<file path="config.mk">
export PLATFORM = sky130hd
export DESIGN_NAME = bus_mode_lock
export DESIGN_NICKNAME = d
export VERILOG_FILES = /design/src/rtl/bml_pkg.sv /design/src/rtl/bml_cs_sync.sv /design/src/rtl/bml_pulse_lock.sv /design/src/rtl/bml_status_port.sv /design/src/rtl/bus_mode_lock.sv
export SDC_FILE = /design/constraint.sdc
export NUM_CORES = 1
export LEC_CHECK = 0
export BUFFER_PORTS_ARGS = -buffer_cell sky130_fd_sc_hd__buf_2
export CORE_AREA = 2 2 39 41
export CTS_CLUSTER_SIZE = 8
export DETAILED_ROUTE_END_ITERATION = 16
export DIE_AREA = 0 0 41 43
export GPL_ROUTABILITY_DRIVEN = 0
export GPL_TIMING_DRIVEN = 0
export HOLD_SLACK_MARGIN = 0.08
export SLEW_MARGIN = 25
export SYNTH_ARGS = -nofsm -noshare
export SYNTH_HDL_FRONTEND = slang
export SYNTH_HIERARCHICAL = 1
export SYNTH_SLANG_ARGS = --single-unit
</file>
<file path="constraint.sdc">
create_clock -name clk -period 2.2 [get_ports clk]
set_input_delay 0.22 -clock clk [delete_from_list [all_inputs] [get_ports clk]]
set_output_delay 0.22 -clock clk [all_outputs]
set_load 0.01 [all_outputs]
</file>
<file path="src/rtl/bml_pkg.sv">
package bml_pkg;

   typedef enum logic {
      MODE_TWO_WIRE  = 1'b0,
      MODE_FOUR_WIRE = 1'b1
   } bus_mode_e;

   localparam int LOCK_BIT_POS = 0;

   function automatic bus_mode_e mode_of(input logic locked);
      return locked ? MODE_FOUR_WIRE : MODE_TWO_WIRE;
   endfunction

endpackage

</file>
<file path="src/rtl/bml_cs_sync.sv">
module bml_cs_sync #(
   parameter int STAGES     = 2,
   parameter bit IDLE_LEVEL = 1'b1
) (
   input  logic clk,
   input  logic por_n,
   input  logic cs_raw,
   output logic cs_rise
);

   if (STAGES < 1) begin : g_bad_stages
      $error("bml_cs_sync: STAGES must be at least 1");
   end

   logic [STAGES-1:0] sync_q;
   logic [STAGES-1:0] sync_d;
   logic              level;
   logic              prev_q;

   if (STAGES == 1) begin : g_single
      assign sync_d = cs_raw;
   end else begin : g_chain
      assign sync_d = {sync_q[STAGES-2:0], cs_raw};
   end

   always_ff @(posedge clk or negedge por_n) begin
      if (!por_n) begin
         sync_q <= {STAGES{IDLE_LEVEL}};
         prev_q <= IDLE_LEVEL;
      end else begin
         sync_q <= sync_d;
         prev_q <= level;
      end
   end

   assign level   = sync_q[STAGES-1];
   assign cs_rise = level & ~prev_q;

   // a counted edge is a synchronized low-to-high step
   p_rise_is_step_r2: assert property (@(posedge clk) disable iff (!por_n)
      cs_rise |-> (level && !$past(level)));

endmodule

</file>
<file path="src/rtl/bml_pulse_lock.sv">
module bml_pulse_lock #(
   parameter int PULSES = 3
) (
   input  logic clk,
   input  logic por_n,
   input  logic cs_rise,
   output logic locked
);

   if (PULSES < 1) begin : g_bad_pulses
      $error("bml_pulse_lock: PULSES must be at least 1");
   end

   logic lock_q;

   if (PULSES == 1) begin : g_direct
      always_ff @(posedge clk or negedge por_n) begin
         if (!por_n) lock_q <= 1'b0;
         else        lock_q <= lock_q | cs_rise;
      end
   end else begin : g_count
      localparam int CW = $clog2(PULSES + 1);
      localparam logic [CW-1:0] FULL = CW'(PULSES);
      localparam logic [CW-1:0] LAST = CW'(PULSES - 1);

      logic [CW-1:0] cnt_q;

      always_ff @(posedge clk or negedge por_n) begin
         if (!por_n) begin
            cnt_q  <= '0;
            lock_q <= 1'b0;
         end else begin
            if (cs_rise && cnt_q != FULL) cnt_q <= cnt_q + 1'b1;
            if (cs_rise && cnt_q == LAST) lock_q <= 1'b1;
         end
      end

      // the count moves only on a counted edge
      p_count_hold_r3: assert property (@(posedge clk) disable iff (!por_n)
         !cs_rise |=> $stable(cnt_q));
      // count never exceeds its saturation value
      p_count_sat_r4: assert property (@(posedge clk) disable iff (!por_n)
         (cnt_q == FULL) |=> (cnt_q == FULL));
   end

   assign locked = lock_q;

   // lock is one-way
   p_lock_sticky_r4: assert property (@(posedge clk) disable iff (!por_n)
      locked |=> locked);
   // lock only rises right after a counted edge
   p_lock_cause_r2: assert property (@(posedge clk) disable iff (!por_n)
      $rose(locked) |-> $past(cs_rise));

endmodule

</file>
<file path="src/rtl/bml_status_port.sv">
module bml_status_port #(
   parameter int ADDR_W      = 8,
   parameter int DATA_W      = 8,
   parameter int STATUS_ADDR = 'h7F
) (
   input  logic              clk,
   input  logic              por_n,
   input  logic              sw_rst,
   input  logic              rd_en,
   input  logic [ADDR_W-1:0] addr,
   input  logic              locked,
   output logic [DATA_W-1:0] rd_data
);

   if (DATA_W <= bml_pkg::LOCK_BIT_POS) begin : g_bad_data
      $error("bml_status_port: DATA_W too narrow for the lock bit");
   end
   if (STATUS_ADDR >= (1 << ADDR_W)) begin : g_bad_addr
      $error("bml_status_port: STATUS_ADDR does not fit in ADDR_W");
   end

   localparam logic [ADDR_W-1:0] STAT_A = ADDR_W'(STATUS_ADDR);

   logic              hit;
   logic [DATA_W-1:0] status_w;
   logic [DATA_W-1:0] rd_q;

   assign hit = (addr == STAT_A);

   always_comb begin
      status_w = '0;
      status_w[bml_pkg::LOCK_BIT_POS] = locked;
   end

   always_ff @(posedge clk or negedge por_n) begin
      if (!por_n)      rd_q <= '0;
      else if (sw_rst) rd_q <= '0;
      else if (rd_en)  rd_q <= hit ? status_w : '0;
   end

   assign rd_data = rd_q;

   // status read returns the lock in its bit, zero elsewhere
   p_status_read_r6: assert property (@(posedge clk) disable iff (!por_n)
      (rd_en && hit && !sw_rst) |=>
         (rd_data[bml_pkg::LOCK_BIT_POS] == $past(locked)) &&
         ($countones(rd_data) == $past(locked)));
   // other addresses read zero
   p_other_read_r6: assert property (@(posedge clk) disable iff (!por_n)
      (rd_en && !hit && !sw_rst) |=> (rd_data == '0));
   // software reset clears read data
   p_sw_clear_r5: assert property (@(posedge clk) disable iff (!por_n)
      sw_rst |=> (rd_data == '0));

endmodule

</file>
<file path="src/rtl/bus_mode_lock.sv">
module bus_mode_lock #(
   parameter int SYNC_STAGES = 2,
   parameter int LOCK_PULSES = 3,
   parameter int ADDR_W      = 8,
   parameter int DATA_W      = 8,
   parameter int STATUS_ADDR = 'h7F
) (
   input  logic              clk,
   input  logic              por_n,
   input  logic              sw_rst,
   input  logic              cs_n_pin,
   input  logic [ADDR_W-1:0] reg_addr,
   input  logic              reg_rd_en,
   input  logic              reg_wr_en,
   output logic [DATA_W-1:0] reg_rd_data,
   output logic              four_wire_sel
);

   logic cs_rise_w;
   logic locked_w;

   bml_cs_sync #(
      .STAGES     (SYNC_STAGES),
      .IDLE_LEVEL (1'b1)
   ) sync_i (
      .clk     (clk),
      .por_n   (por_n),
      .cs_raw  (cs_n_pin),
      .cs_rise (cs_rise_w)
   );

   bml_pulse_lock #(
      .PULSES (LOCK_PULSES)
   ) lock_i (
      .clk     (clk),
      .por_n   (por_n),
      .cs_rise (cs_rise_w),
      .locked  (locked_w)
   );

   bml_status_port #(
      .ADDR_W      (ADDR_W),
      .DATA_W      (DATA_W),
      .STATUS_ADDR (STATUS_ADDR)
   ) stat_i (
      .clk     (clk),
      .por_n   (por_n),
      .sw_rst  (sw_rst),
      .rd_en   (reg_rd_en),
      .addr    (reg_addr),
      .locked  (locked_w),
      .rd_data (reg_rd_data)
   );

   assign four_wire_sel = (bml_pkg::mode_of(locked_w) == bml_pkg::MODE_FOUR_WIRE);

   // a write with no concurrent counted edge leaves the mode alone
   p_write_ignored_r7: assert property (@(posedge clk) disable iff (!por_n)
      (reg_wr_en && !cs_rise_w) |=> $stable(four_wire_sel));
   // software reset alone never changes the mode
   p_sw_keeps_mode_r5: assert property (@(posedge clk) disable iff (!por_n)
      (sw_rst && !cs_rise_w) |=> $stable(four_wire_sel));

endmodule

</file>
# Word-level counts from Yosys, hierarchy flattened

Cells that the tools add are included.

Flip-flop bits (word level): 14
Output and inout port bits: 9
Word-level logic and storage cells: 18

$add $sub $neg: 1
Eq/ne operators: 3
Muxes and demuxes: 4
Bitwise logic cells: 2
Reduce and logical (&&, ||, !) cells: 3

Operator list:

| operator                                                        | number |
|---|---|
| 8-bit 2-to-1 mux                                                | 2 |
| 8-bit by 7-bit == test with 1-bit output, second input constant | 1 |
| 2-bit by 1-bit adder with 2-bit output, second input constant   | 1 |
| 2-bit == test, second input constant                            | 1 |
| 1-bit logical AND                                               | 2 |
| 1-bit 2-to-1 mux                                                | 2 |
| 2-bit inequality test, second input constant                    | 1 |
| 2-bit nonzero test                                              | 1 |
| 1-bit bitwise AND                                               | 1 |
| 1-bit NOT                                                       | 1 |

# Logic depth before layout (Yosys ltp)

Gate-level depths: netlist (run 1).

Word-level depth: 4
Gate-level depth with buffers: 3

# Cells and area by module

The synthesis (run 1) kept the hierarchy.

Modules (own cells, without submodules):

| module          | times used | cells each | area each (µm²) | sequential area each (µm²) |
|---|---|---|---|---|
| bml_pulse_lock  | 1          | 11         | 148.9           | 75.1 |
| bml_status_port | 1          | 15         | 120.1           | 25.0 |
| bml_cs_sync     | 1          | 4          | 92.6            | 78.8 |

# Least setup slack after synthesis (run 1)

Ideal clock, no wire load.

Path type: register to register
From: register sync_i.sync_q[1]
To: register lock_i.g_count.cnt_q[0]
Library setup time: 0.123 ns
Arrival time: 0.833 ns
Required time: 2.077 ns
Setup slack: 1.245 ns
Stages on the path, launching flop included: 4
Buffers on the path: 0
Cell sequence: dfstp_2 -> nor2b_4 -> nand2b_4 -> xnor2_1

Cells in the longest elaborated chain, start to end: 2

RTL lines:

| what                   | line                 | source |
|---|---|---|
| start, declared        | bml_cs_sync.sv:15    | `logic [STAGES-1:0] sync_q;` |
| start signal, assigned | bml_cs_sync.sv:28    | `sync_q <= {STAGES{IDLE_LEVEL}};` |
| start signal, assigned | bml_cs_sync.sv:31    | `sync_q <= sync_d;` |
| 1-bit bitwise AND      | bml_cs_sync.sv:37    | `assign cs_rise = level & ~prev_q;` |
| named net cs_rise_w    | bus_mode_lock.sv:19  | `logic cs_rise_w;` |
| 1-bit logical AND      | bml_pulse_lock.sv:33 | `if (cs_rise && cnt_q != FULL) cnt_q <= cnt_q + 1'b1;` |
| end signal, assigned   | bml_pulse_lock.sv:33 |  |
| end, declared          | bml_pulse_lock.sv:26 | `logic [CW-1:0] cnt_q;` |

The timed path passes the listed nets, and every way through them passes these cells.
A chain may end at the register's enable or synchronous reset.

# Final worst setup path (run 1)

From: register lock_i.lock_q (netlist: lock_i/locked)
To: output four_wire_sel

Cells in the longest elaborated chain, start to end: 1

RTL lines:

| what                   | line                 | source |
|---|---|---|
| start, declared        | bml_pulse_lock.sv:14 | `logic lock_q;` |
| start signal, assigned | bml_pulse_lock.sv:31 | `lock_q <= 1'b0;` |
| start signal, assigned | bml_pulse_lock.sv:34 | `if (cs_rise && cnt_q == LAST) lock_q <= 1'b1;` |
| 1-bit 2-to-1 mux       | bml_pkg.sv:11        | `return locked ? MODE_FOUR_WIRE : MODE_TWO_WIRE;` |
| end, declared          | bus_mode_lock.sv:16  | `output logic four_wire_sel` |

No other way between the ends.

==> results of run 1 <==
final cells by class:
type,instances,share of cell area (%)
Sequential cell,7,34.4
Multi-Input combinational cell,20,27.9
Timing Repair Buffer,16,17.3
Buffer,7,10.1
Clock buffer,4,5.05
Tap cell,16,3.85
Inverter,2,1.44
state kept, by name, indices dropped and copies added, names as in the netlist:
signal,cells
lock_i/locked,1
sync_i/sync_q,2
lock_i/g_count.cnt_q,2
stat_i/rd_data,1
sync_i/prev_q,1
repair_timing:
item                                   4_1_cts  5_1_grt
gates resized for setup                      0        0
hold buffers                                 2        0
setup buffers                                0        0
endpoints found under the hold margin        8        0
path summary, 6_finish.rpt:
kind | start | endpoint | depth (start not counted)
min in group asynchronous | por_n | lock_i/locked | 2
min | sw_rst | stat_i/rd_data[0] | 3
max | lock_i/locked | four_wire_sel | 1
max reg2reg | sync_i/sync_q[1] | lock_i/g_count.cnt_q[0] | 3
max in group asynchronous | por_n | sync_i/sync_q[1] | 2
min reg2reg | sync_i/sync_q[0] | sync_i/sync_q[1] | 0
cell usage after synthesis:
cell	instances	area, sq um
nor2b_4	1	13.8
nor2_1	1	3.75
nand3_1	1	5.00
xnor2_1	1	8.76
a21o_2	1	8.76
a21o_1	1	7.51
dfstp_2	3	78.8
conb_1	1	3.75
dfrtp_1	4	100
mux2i_1	1	10.0
nand2b_4	1	13.8
nand4b_1	2	17.5
nor3_1	1	5.00
buf_4	7	52.6
ha_1	2	25.0
inv_1	2	7.51
kinds of logic after synthesis:
| logic type | Yosys count |
|---|---|
| AO/OA/AOI/OAI | 2 |
| XOR/XNOR | 1 |
| adder cells (fa/ha/maj) | 2 |
| buffers and inverters | 9 |
| flip-flops | 7 |
| multiplexers | 1 |
| other | 1 |
| AND/OR/NAND/NOR | 7 |
metal layers:
metal  part of all wire [%]  GRT usage [%]
met2                     45           11.9
met4                      0           2.00
met5                      0              0
met1                     37           6.29
met3                     17           6.28
worst reg2reg max path: cells and delay by family, from the launching register on:
kind / cells / cell delay [ns]
XOR/XNOR: 1 / 0.13
AND/OR/NAND/NOR: 2 / 0.24
flip-flops: 1 / 0.53
power by group:
| group | leakage (nW) | total, W | switching, W | internal (W) |
|---|---|---|---|---|
| clock | 0.0150 | 0.000114 | 0.0000448 | 0.0000691 |
| sequential | 0.0786 | 0.000183 | 0.0000228 | 0.000161 |
| combinational | 0.195 | 0.000111 | 0.0000449 | 0.0000660 |
metrics by stage:
step | power [W] | cell area (sq um) | setup WS, ns | std cells | utilization (%)
global placement | 0.000290 | 474 | 1.21 | 66 | 34.3
detailed placement | 0.000296 | 474 | 1.19 | 66 | 34.3
finish | 0.000408 | 520 | 1.20 | 72 | 37.6
floorplan | 0.000262 | 384 | 1.24 | 36 | -
CTS | 0.000417 | 520 | 1.19 | 72 | 37.6
global route | 0.000444 | 520 | 1.16 | 72 | 37.6
==> impl_metrics.json, run 1 <==
{
  "rsz0062_at_grt": "false",
  "synthDistinctLibCells": 16,
  "grt.total_usage_pct": 7.29,
  "cts_root_buffer": "clkbuf_4",
  "synth_fa_ha_area_share_pct": 6.92,
  "syn_to_final_growth_pct": 43.9,
  "post_drt_wl_per_cell_um": 8.10,
  "fmax_ghz": 0.997,
  "numClockSinks": 7,
  "vias": 271,
  "first_global_vias": 231,
  "yosys_warnings": 6,
  "wl_um": 583,
  "num_antenna_cells": 0,
  "path_delay_family": "flip-flops",
  "ir_worst_vdd_mv": 0.347,
  "final_cell_mix": "buf_2 (14), buf_4 (7), conb_1 (7)",
  "critPathCaptureType": "output port",
  "power_leakage_nw": 0.289,
  "hp-class": "in2reg",
  "syn-cell-area_sq_um": 362,
  "cts_tree": "done",
  "fin_hold_ws_ns": 0.292,
  "final_common_cell": "buf_2",
  "finalHoldViolCount": 0,
  "reg2reg_slack_ns": 1.20,
  "fin_crit_ns": 1.00,
  "synthCells": 30,
  "clkTransAtPathRegs_ns": 0.05,
  "period_share_pct": 45.6,
  "start_util_pct": 26.1,
  "cts_buffers": 3,
  "drive_gt1_share_pct": 53.6,
  "status": "completed",
  "cpMaxStageDelayCell": "dfrtp_1",
  "nFillCells": 142,
  "synth-simple-area-share_pct": 16.3,
  "yosys_register_bits": 7,
  "cp_data_arrival_time_ns": 0.78,
  "synth-seq-area-share_pct": 49.5,
  "pin_count": 23,
  "fin_skew_ns": 0.00690,
  "nets": 73,
  "multi_input_area_sq_um": 145,
  "antenna_found_initial": 0,
  "drtIter0Drc": 2,
  "finalSetupTns_ns": 0,
  "coreArea_sq_mm": 0.00138,
  "muxShareOfSynthArea_pct": 2.77,
  "setup_viol": 0,
  "synthXorXnorAreaFrac_pct": 2.42,
  "firstDrtPassIters": 2,
  "maxCapViolCount": 0,
  "crit_chain": "buf_2",
  "fp.dieW_um": 41,
  "slew_violations": 0,
  "grt_max_degree": 8,
  "postRouteAntennaNets": 0,
  "cp-start-kind": "flop",
  "die_h_um": 43,
  "rows": 14,
  "final-seq-area_sq_um": 179,
  "worst-path-buf-inv": 1,
  "overflow": 0,
  "cp.required_ns": 1.98,
  "synth.avg_cell_area_sq_um": 12.1,
  "synth_top_family_by_area": "buffers and inverters",
  "dieArea_sq_mm": 0.00176,
  "cpPeakStageDelay_ns": 0.39,
  "port_buffers": 14,
  "viasPerCell": 3.76,
  "synth_compound_area_share_pct": 4.50,
  "htreeDepth": 1,
  "cts_buffer_depth": 2,
  "power_density_mw_per_mm2": 784,
  "hpwl_um": 465,
  "grt_pass1_wl_um": 814,
  "clock_latency_ns": 0.25,
  "worstSetupPathType": "reg2out",
  "route.detailed.drc": 0,
  "crit_fanout": 3
}
Note: power is estimated with default switching activity, not from simulation.
==> run 2: changes to the inputs <==
--- a/config.mk
+++ b/config.mk
@@ -5,6 +5,7 @@
 export SDC_FILE = /design/constraint.sdc
 export NUM_CORES = 1
 export LEC_CHECK = 0
+export ABC_AREA = 1
 export BUFFER_PORTS_ARGS = -buffer_cell sky130_fd_sc_hd__buf_2
 export CORE_AREA = 2 2 39 41
 export CTS_CLUSTER_SIZE = 8
==> constraint.sdc (replaced) <==
create_clock -name clk -period 0.9 [get_ports clk]
set_input_delay 0.09 -clock clk [delete_from_list [all_inputs] [get_ports clk]]
set_output_delay 0.09 -clock clk [all_outputs]
set_load 0.01 [all_outputs]
==> run 2 against run 1 <==
The run now ends with negative setup slack left. Worst setup slack worse by 1.3 ns. Die area unchanged. Global-route usage up 1.2 points. Total power rose to 2.7 times the previous value. Cell area up 10%. Clock power up 140%. Synthesized cell count up 33%. Synthesized area up 1.4%. Routed wire length up 11%.
==> impl_metrics.json, run 2 <==
{
  "first_global_vias": 258,
  "final-seq-area_sq_um": 179,
  "die_h_um": 43,
  "cpMaxStageDelayCell": "dfstp_2",
  "final_common_cell": "buf_2",
  "synthDistinctLibCells": 13,
  "vias": 314,
  "syn-cell-area_sq_um": 367,
  "cp.required_ns": 1.03,
  "multi_input_area_sq_um": 161,
  "status": "complete, but fails checks",
  "viasPerCell": 3.69,
  "slew_violations": 0,
  "async_flop_share_pct": 100,
  "worstSetupPathType": "reg2reg",
  "synth-seq-area-share_pct": 48.8,
  "dieArea_sq_mm": 0.00176,
  "fmax_ghz": 1.03,
  "overflow": 0,
  "cts_tree": "done",
  "power_density_mw_per_mm2": 1920,
  "antenna_found_initial": 0,
  "finalHoldViolCount": 0,
  "cpPeakStageDelay_ns": 0.53,
  "drive_gt1_share_pct": 55.1,
  "finalSetupTns_ns": -0.133,
  "synth.avg_cell_area_sq_um": 9.17,
  "synthCells": 40,
  "violations": "negative setup slack",
  "cts_buffer_depth": 2,
  "hpwl_um": 516,
  "synth_top_cell_by_area": "dfrtp_1",
  "firstDrtPassIters": 2,
  "grt_max_degree": 8,
  "ir_worst_vdd_mv": 0.910,
  "start_util_pct": 26.5,
  "synth_ff_type": "dfrtp_1",
  "route.detailed.drc": 0,
  "fin_skew_ns": 0.00368,
  "cp_common_cell": "nand2_1",
  "post_drt_wl_per_cell_um": 7.59,
  "synth-edff-count": 0,
  "final_cell_mix": "buf_2 (14), buf_4 (9), nand2_1 (8)",
  "fin_hold_ws_ns": 0.0998,
  "clock_latency_ns": 0.24,
  "yosys_register_bits": 7,
  "numClockSinks": 7,
  "postRouteAntennaNets": 0,
  "period_share_pct": 108,
  "maxCapViolCount": 0,
  "clkTransAtPathRegs_ns": 0.05,
  "yosys_warnings": 6,
  "crit_fanout": 4,
  "drtIter0Drc": 2,
  "num_antenna_cells": 0,
  "htreeDepth": 1,
  "rsz0062_at_grt": "true",
  "critPathCaptureType": "flop",
  "nets": 86,
  "final.setup.worst_slack_ns": -0.0683,
  "crit_chain": "inv_2 -> nor2_4 -> nand2_2 -> nand2_1 -> nand2_1",
  "hp-class": "in2reg",
  "synth_top_area_share_pct": 27.3,
  "synth_common_cells": "nand2_1 (9), buf_4 (7), inv_1 (5), dfrtp_1 (4)",
  "fin_crit_ns": 0.968,
  "syn_to_final_growth_pct": 56.3,
  "cts_buffers": 3,
  "grt_pass1_wl_um": 979,
  "port_buffers": 14,
  "setup_viol": 2,
  "wl_um": 645,
  "yosysMostFrequentCell": "nand2_1",
  "rows": 14,
  "fp.dieW_um": 41,
  "cts_root_buffer": "clkbuf_4",
  "cp_data_arrival_time_ns": 1.10,
  "power_leakage_nw": 0.311,
  "grt.total_usage_pct": 8.52,
  "biggestRegsByFlops": "lock_i/g_count.cnt_q (2), sync_i/sync_q (2)",
  "cp-start-kind": "flop",
  "coreArea_sq_mm": 0.00138,
  "nFillCells": 134,
  "pin_count": 23,
  "synthTopCellsByArea": "dfrtp_1 (27%), dfstp_2 (22%), buf_4 (14%)"
}
[run 2: changes by cell type in the layout (fill, tap and decap cells not counted), moves of 2 or more]
| cell | previous run | this run |
|---|---|---|
| nand2_1 | 0 | 8 |
| inv_2 | 0 | 3 |
| buf_4 | 7 | 9 |
| nand3_1 | 1 | 3 |
| nand4b_1 | 2 | 0 |
[run 2: logic make-up (layout without fill, tap and decap cells)]
family	after synthesis	after routing	share of synthesized area [%]
compound gates	3	3	6.83
simple gates	15	15	17.1
flops	7	7	48.8
fa+ha+maj	2	2	6.82
buf+inv	12	35	19.5
other cells	1	7	1.02
[run 2: worst paths after layout]
| check | from | to | slack (ns) | cells after the start |
|---|---|---|---|---|
| min in group asynchronous | por_n | lock_i/locked | 0.20 | 2 |
| hold / removal | sw_rst | stat_i/rd_data[0] | 0.1 | 3 |
| hold reg to reg | sync_i/sync_q[0] | sync_i/sync_q[1] | 0.36 | 0 |
| max in group asynchronous | por_n | sync_i/prev_q | 0.47 | 2 |
| setup / recovery | sync_i/sync_q[1] | lock_i/g_count.cnt_q[1] | -0.07 | 5 |
| setup reg to reg | sync_i/sync_q[1] | lock_i/g_count.cnt_q[1] | -0.07 | 5 |
[run 2: per-layer routing]
metal	wire length [um]	global-route usage, %	vias to the layer above
li1	-	-	166
met1	284	10.3	139
met2	320	11.9	7
met3	35	1.57	2
met4	5	8.00	0
met5	0	0	-
[run 2: worst max-delay path, delay by kind of cell (launching register included)]
family | cells | cell delay [ns]
flops | 1 | 0.53
simple gates | 4 | 0.28
buf+inv | 1 | 0.04
[run 2: layout make-up]
class | count | share of cell area, %
sequential | 7 | 31.2
multi-input combinational | 27 | 28.2
timing repair buffer | 19 | 20.1
buffer | 7 | 9.17
clock buffer | 4 | 4.59
tap | 16 | 3.49
inverter | 5 | 3.28
[run 2: report_power, final]
part,total (W),switching (W),internal (W)
clock network,0.000269,0.000101,0.000168
logic,0.000367,0.000174,0.000193
registers,0.000463,0.0000685,0.000395
total,0.00110,0.000344,0.000756
[run 2: stage by stage]
| step | utilization, % | instance area (sq um) | total power, W | setup WS, ns | std cells |
|---|---|---|---|---|---|
| after detailed placement | 35.0 | 484 | 0.000737 | -0.109 | 76 |
| after global routing | 41.4 | 573 | 0.00120 | -0.131 | 85 |
| final | 41.4 | 573 | 0.00110 | -0.0683 | 85 |
| after CTS | 39.8 | 551 | 0.00104 | -0.0775 | 84 |
| after global placement | 35.0 | 484 | 0.000726 | -0.0861 | 76 |
| after floorplan | - | 394 | 0.000642 | -0.0400 | 46 |
[run 2: timing repair]
action | in CTS | in global routing
setup endpoints to repair | 3 | 5
pin swaps | 3 | 2
hold buffers | 3 | 0
setup buffers | 1 | 1
gates resized for setup | 1 | 5
endpoints found under the hold margin | 9 | 0
==> run 3: changes to the inputs <==
--- a/config.mk
+++ b/config.mk
@@ -5,7 +5,6 @@
 export SDC_FILE = /design/constraint.sdc
 export NUM_CORES = 1
 export LEC_CHECK = 0
-export ABC_AREA = 1
 export BUFFER_PORTS_ARGS = -buffer_cell sky130_fd_sc_hd__buf_2
 export CORE_AREA = 2 2 39 41
 export CTS_CLUSTER_SIZE = 8
==> constraint.sdc (replaced) <==
create_clock -name clk -period 0.8 [get_ports clk]
set_input_delay 0.08 -clock clk [delete_from_list [all_inputs] [get_ports clk]]
set_output_delay 0.08 -clock clk [all_outputs]
set_load 0.01 [all_outputs]
==> run 3 against run 2 <==
The flow still finishes with violations (negative setup slack). Global-route usage fell by 1.3 points. Maximum frequency down 2.9%. Clock-buffer cell count did not move. Final cell count is 12% lower. Sequential cell count is the same. First-iteration DRC count is 100% lower. Total power grew 9.6%. Sequential share of layout area up 1.2 points. Clock skew shrank 0.0019 ns. Critical path type unchanged. Largest cell class unchanged. Highest routed layer is now met3.
==> impl_metrics.json, run 3 (synthesized netlist as in run 1, its figures left out) <==
{
  "status": "complete, but fails checks",
  "violations": "negative setup slack",
  "maxCapViolCount": 0,
  "setup_viol": 5,
  "finalSetupTns_ns": -0.561,
  "power_leakage_nw": 0.302,
  "slew_violations": 0,
  "crit_fanout": 2,
  "finalHoldViolCount": 0,
  "hp-class": "in2reg",
  "fin_hold_ws_ns": 0.156,
  "start_util_pct": 26.1,
  "grt.total_usage_pct": 7.21,
  "cp-start-kind": "flop",
  "port_buffers": 14,
  "period_share_pct": 125,
  "worstSetupPathType": "reg2reg",
  "final.setup.worst_slack_ns": -0.197,
  "clock_latency_ns": 0.25,
  "drtIter0Drc": 0,
  "finalPower_w": 0.00121,
  "wl_met3_um": 103,
  "drive_gt1_share_pct": 57.6,
  "fmax_ghz": 1.00,
  "cp.required_ns": 0.93,
  "route.detailed.drc": 0,
  "pin_count": 23,
  "cts_tree": "done",
  "antenna_found_initial": 0,
  "numClockSinks": 7,
  "wl_met2_um": 275,
  "grt_pass1_wl_um": 779,
  "cts_buffer_depth": 2,
  "num_antenna_cells": 0,
  "biggestRegsByFlops": "lock_i/g_count.cnt_q (2), sync_i/sync_q (2)",
  "grt_max_degree": 8,
  "viasPerCell": 3.69,
  "wl_um": 599,
  "final_common_cell": "buf_2",
  "wl_met1_um": 220,
  "overflow": 0,
  "htreeDepth": 1,
  "fin_crit_ns": 0.997,
  "vias": 277,
  "die_h_um": 43,
  "first_global_vias": 223,
  "cp_data_arrival_time_ns": 1.13,
  "post_drt_wl_per_cell_um": 7.99,
  "power_density_mw_per_mm2": 2180,
  "cts_buffers": 3,
  "final_cell_mix": "buf_2 (13), buf_4 (10), conb_1 (7)",
  "postRouteAntennaNets": 0,
  "ir_worst_vdd_mv": 1.04,
  "fp.dieW_um": 41,
  "final_util_pct": 39.9,
  "dieArea_sq_mm": 0.00176,
  "fin_skew_ns": 0.00181,
  "nets": 76,
  "coreArea_sq_mm": 0.00138,
  "rows": 14,
  "clkTransAtPathRegs_ns": 0.05,
  "cts_root_buffer": "clkbuf_4",
  "top_layer": "met3",
  "critPathCaptureType": "flop",
  "rsz0062_at_grt": "true",
  "syn_to_final_growth_pct": 52.6,
  "post-place-ws_ns": -0.213,
  "firstDrtPassIters": 1
}
run 3: cell count changes in the layout (fill, tap and decap cells not counted), moves of 2 or more:
cell	previous run	this run
nand2_1	8	0
inv_2	3	0
nand3_1	3	1
nand4b_1	0	2
run 3: path summary, 6_finish.rpt:
check	depth (start not counted)	end	slack [ns]	startpoint
min in group asynchronous	2	stat_i/rd_data[0]	0.19	por_n
min reg2reg	0	sync_i/sync_q[1]	0.35	sync_i/sync_q[0]
max in group asynchronous	2	sync_i/sync_q[0]	0.38	por_n
max	3	lock_i/g_count.cnt_q[0]	-0.20	sync_i/sync_q[1]
min	3	stat_i/rd_data[0]	0.16	sw_rst
max reg2reg	3	lock_i/g_count.cnt_q[0]	-0.20	sync_i/sync_q[1]
run 3: cell type report:
cell class | count | area (sq um)
fill | 141 | 832
sequential | 7 | 179
multi-input combinational | 20 | 148
timing repair buffer | 19 | 119
buffer | 7 | 52.6
clock buffer | 4 | 26.3
tap | 16 | 20.0
inverter | 2 | 7.51
run 3: layer usage:
| metal | GRT usage [%] | vias up |
|---|---|---|
| met2 | 11.3 | 20 |
| met1 | 6.67 | 116 |
| li1 | - | 141 |
| met5 | 0 | - |
| met3 | 6.28 | 0 |
| met4 | 2.00 | 0 |
run 3: stage by stage:
step                instance area, sq um  std cells
detailed placement                   474         66
floorplan                            384         36
finish                               552         75
CTS                                  536         74
global placement                     474         66
global route                         552         75
run 3: worst max-delay path: stages (launching register included):
cell and delay (ns):
dfstp_2 0.53, nor2b_4 0.16, nand2b_4 0.07, xnor2_1 0.12
run 3: repair_timing:
item | 4_1_cts | 5_1_grt
gates resized for setup | 0 | 2
setup endpoints to repair | 5 | 6
pin swaps | 0 | 1
endpoints found under the hold margin | 8 | 0
hold buffers | 2 | 0
buffers inserted | 2 | 1
run 3: report_power, final:
group	switching, W	leakage, nW	internal [W]
Sequential	0.0000607	0.0786	0.000442
Combinational	0.000149	0.209	0.000240
Clock	0.000124	0.0150	0.000190
Total	0.000334	0.302	0.000872
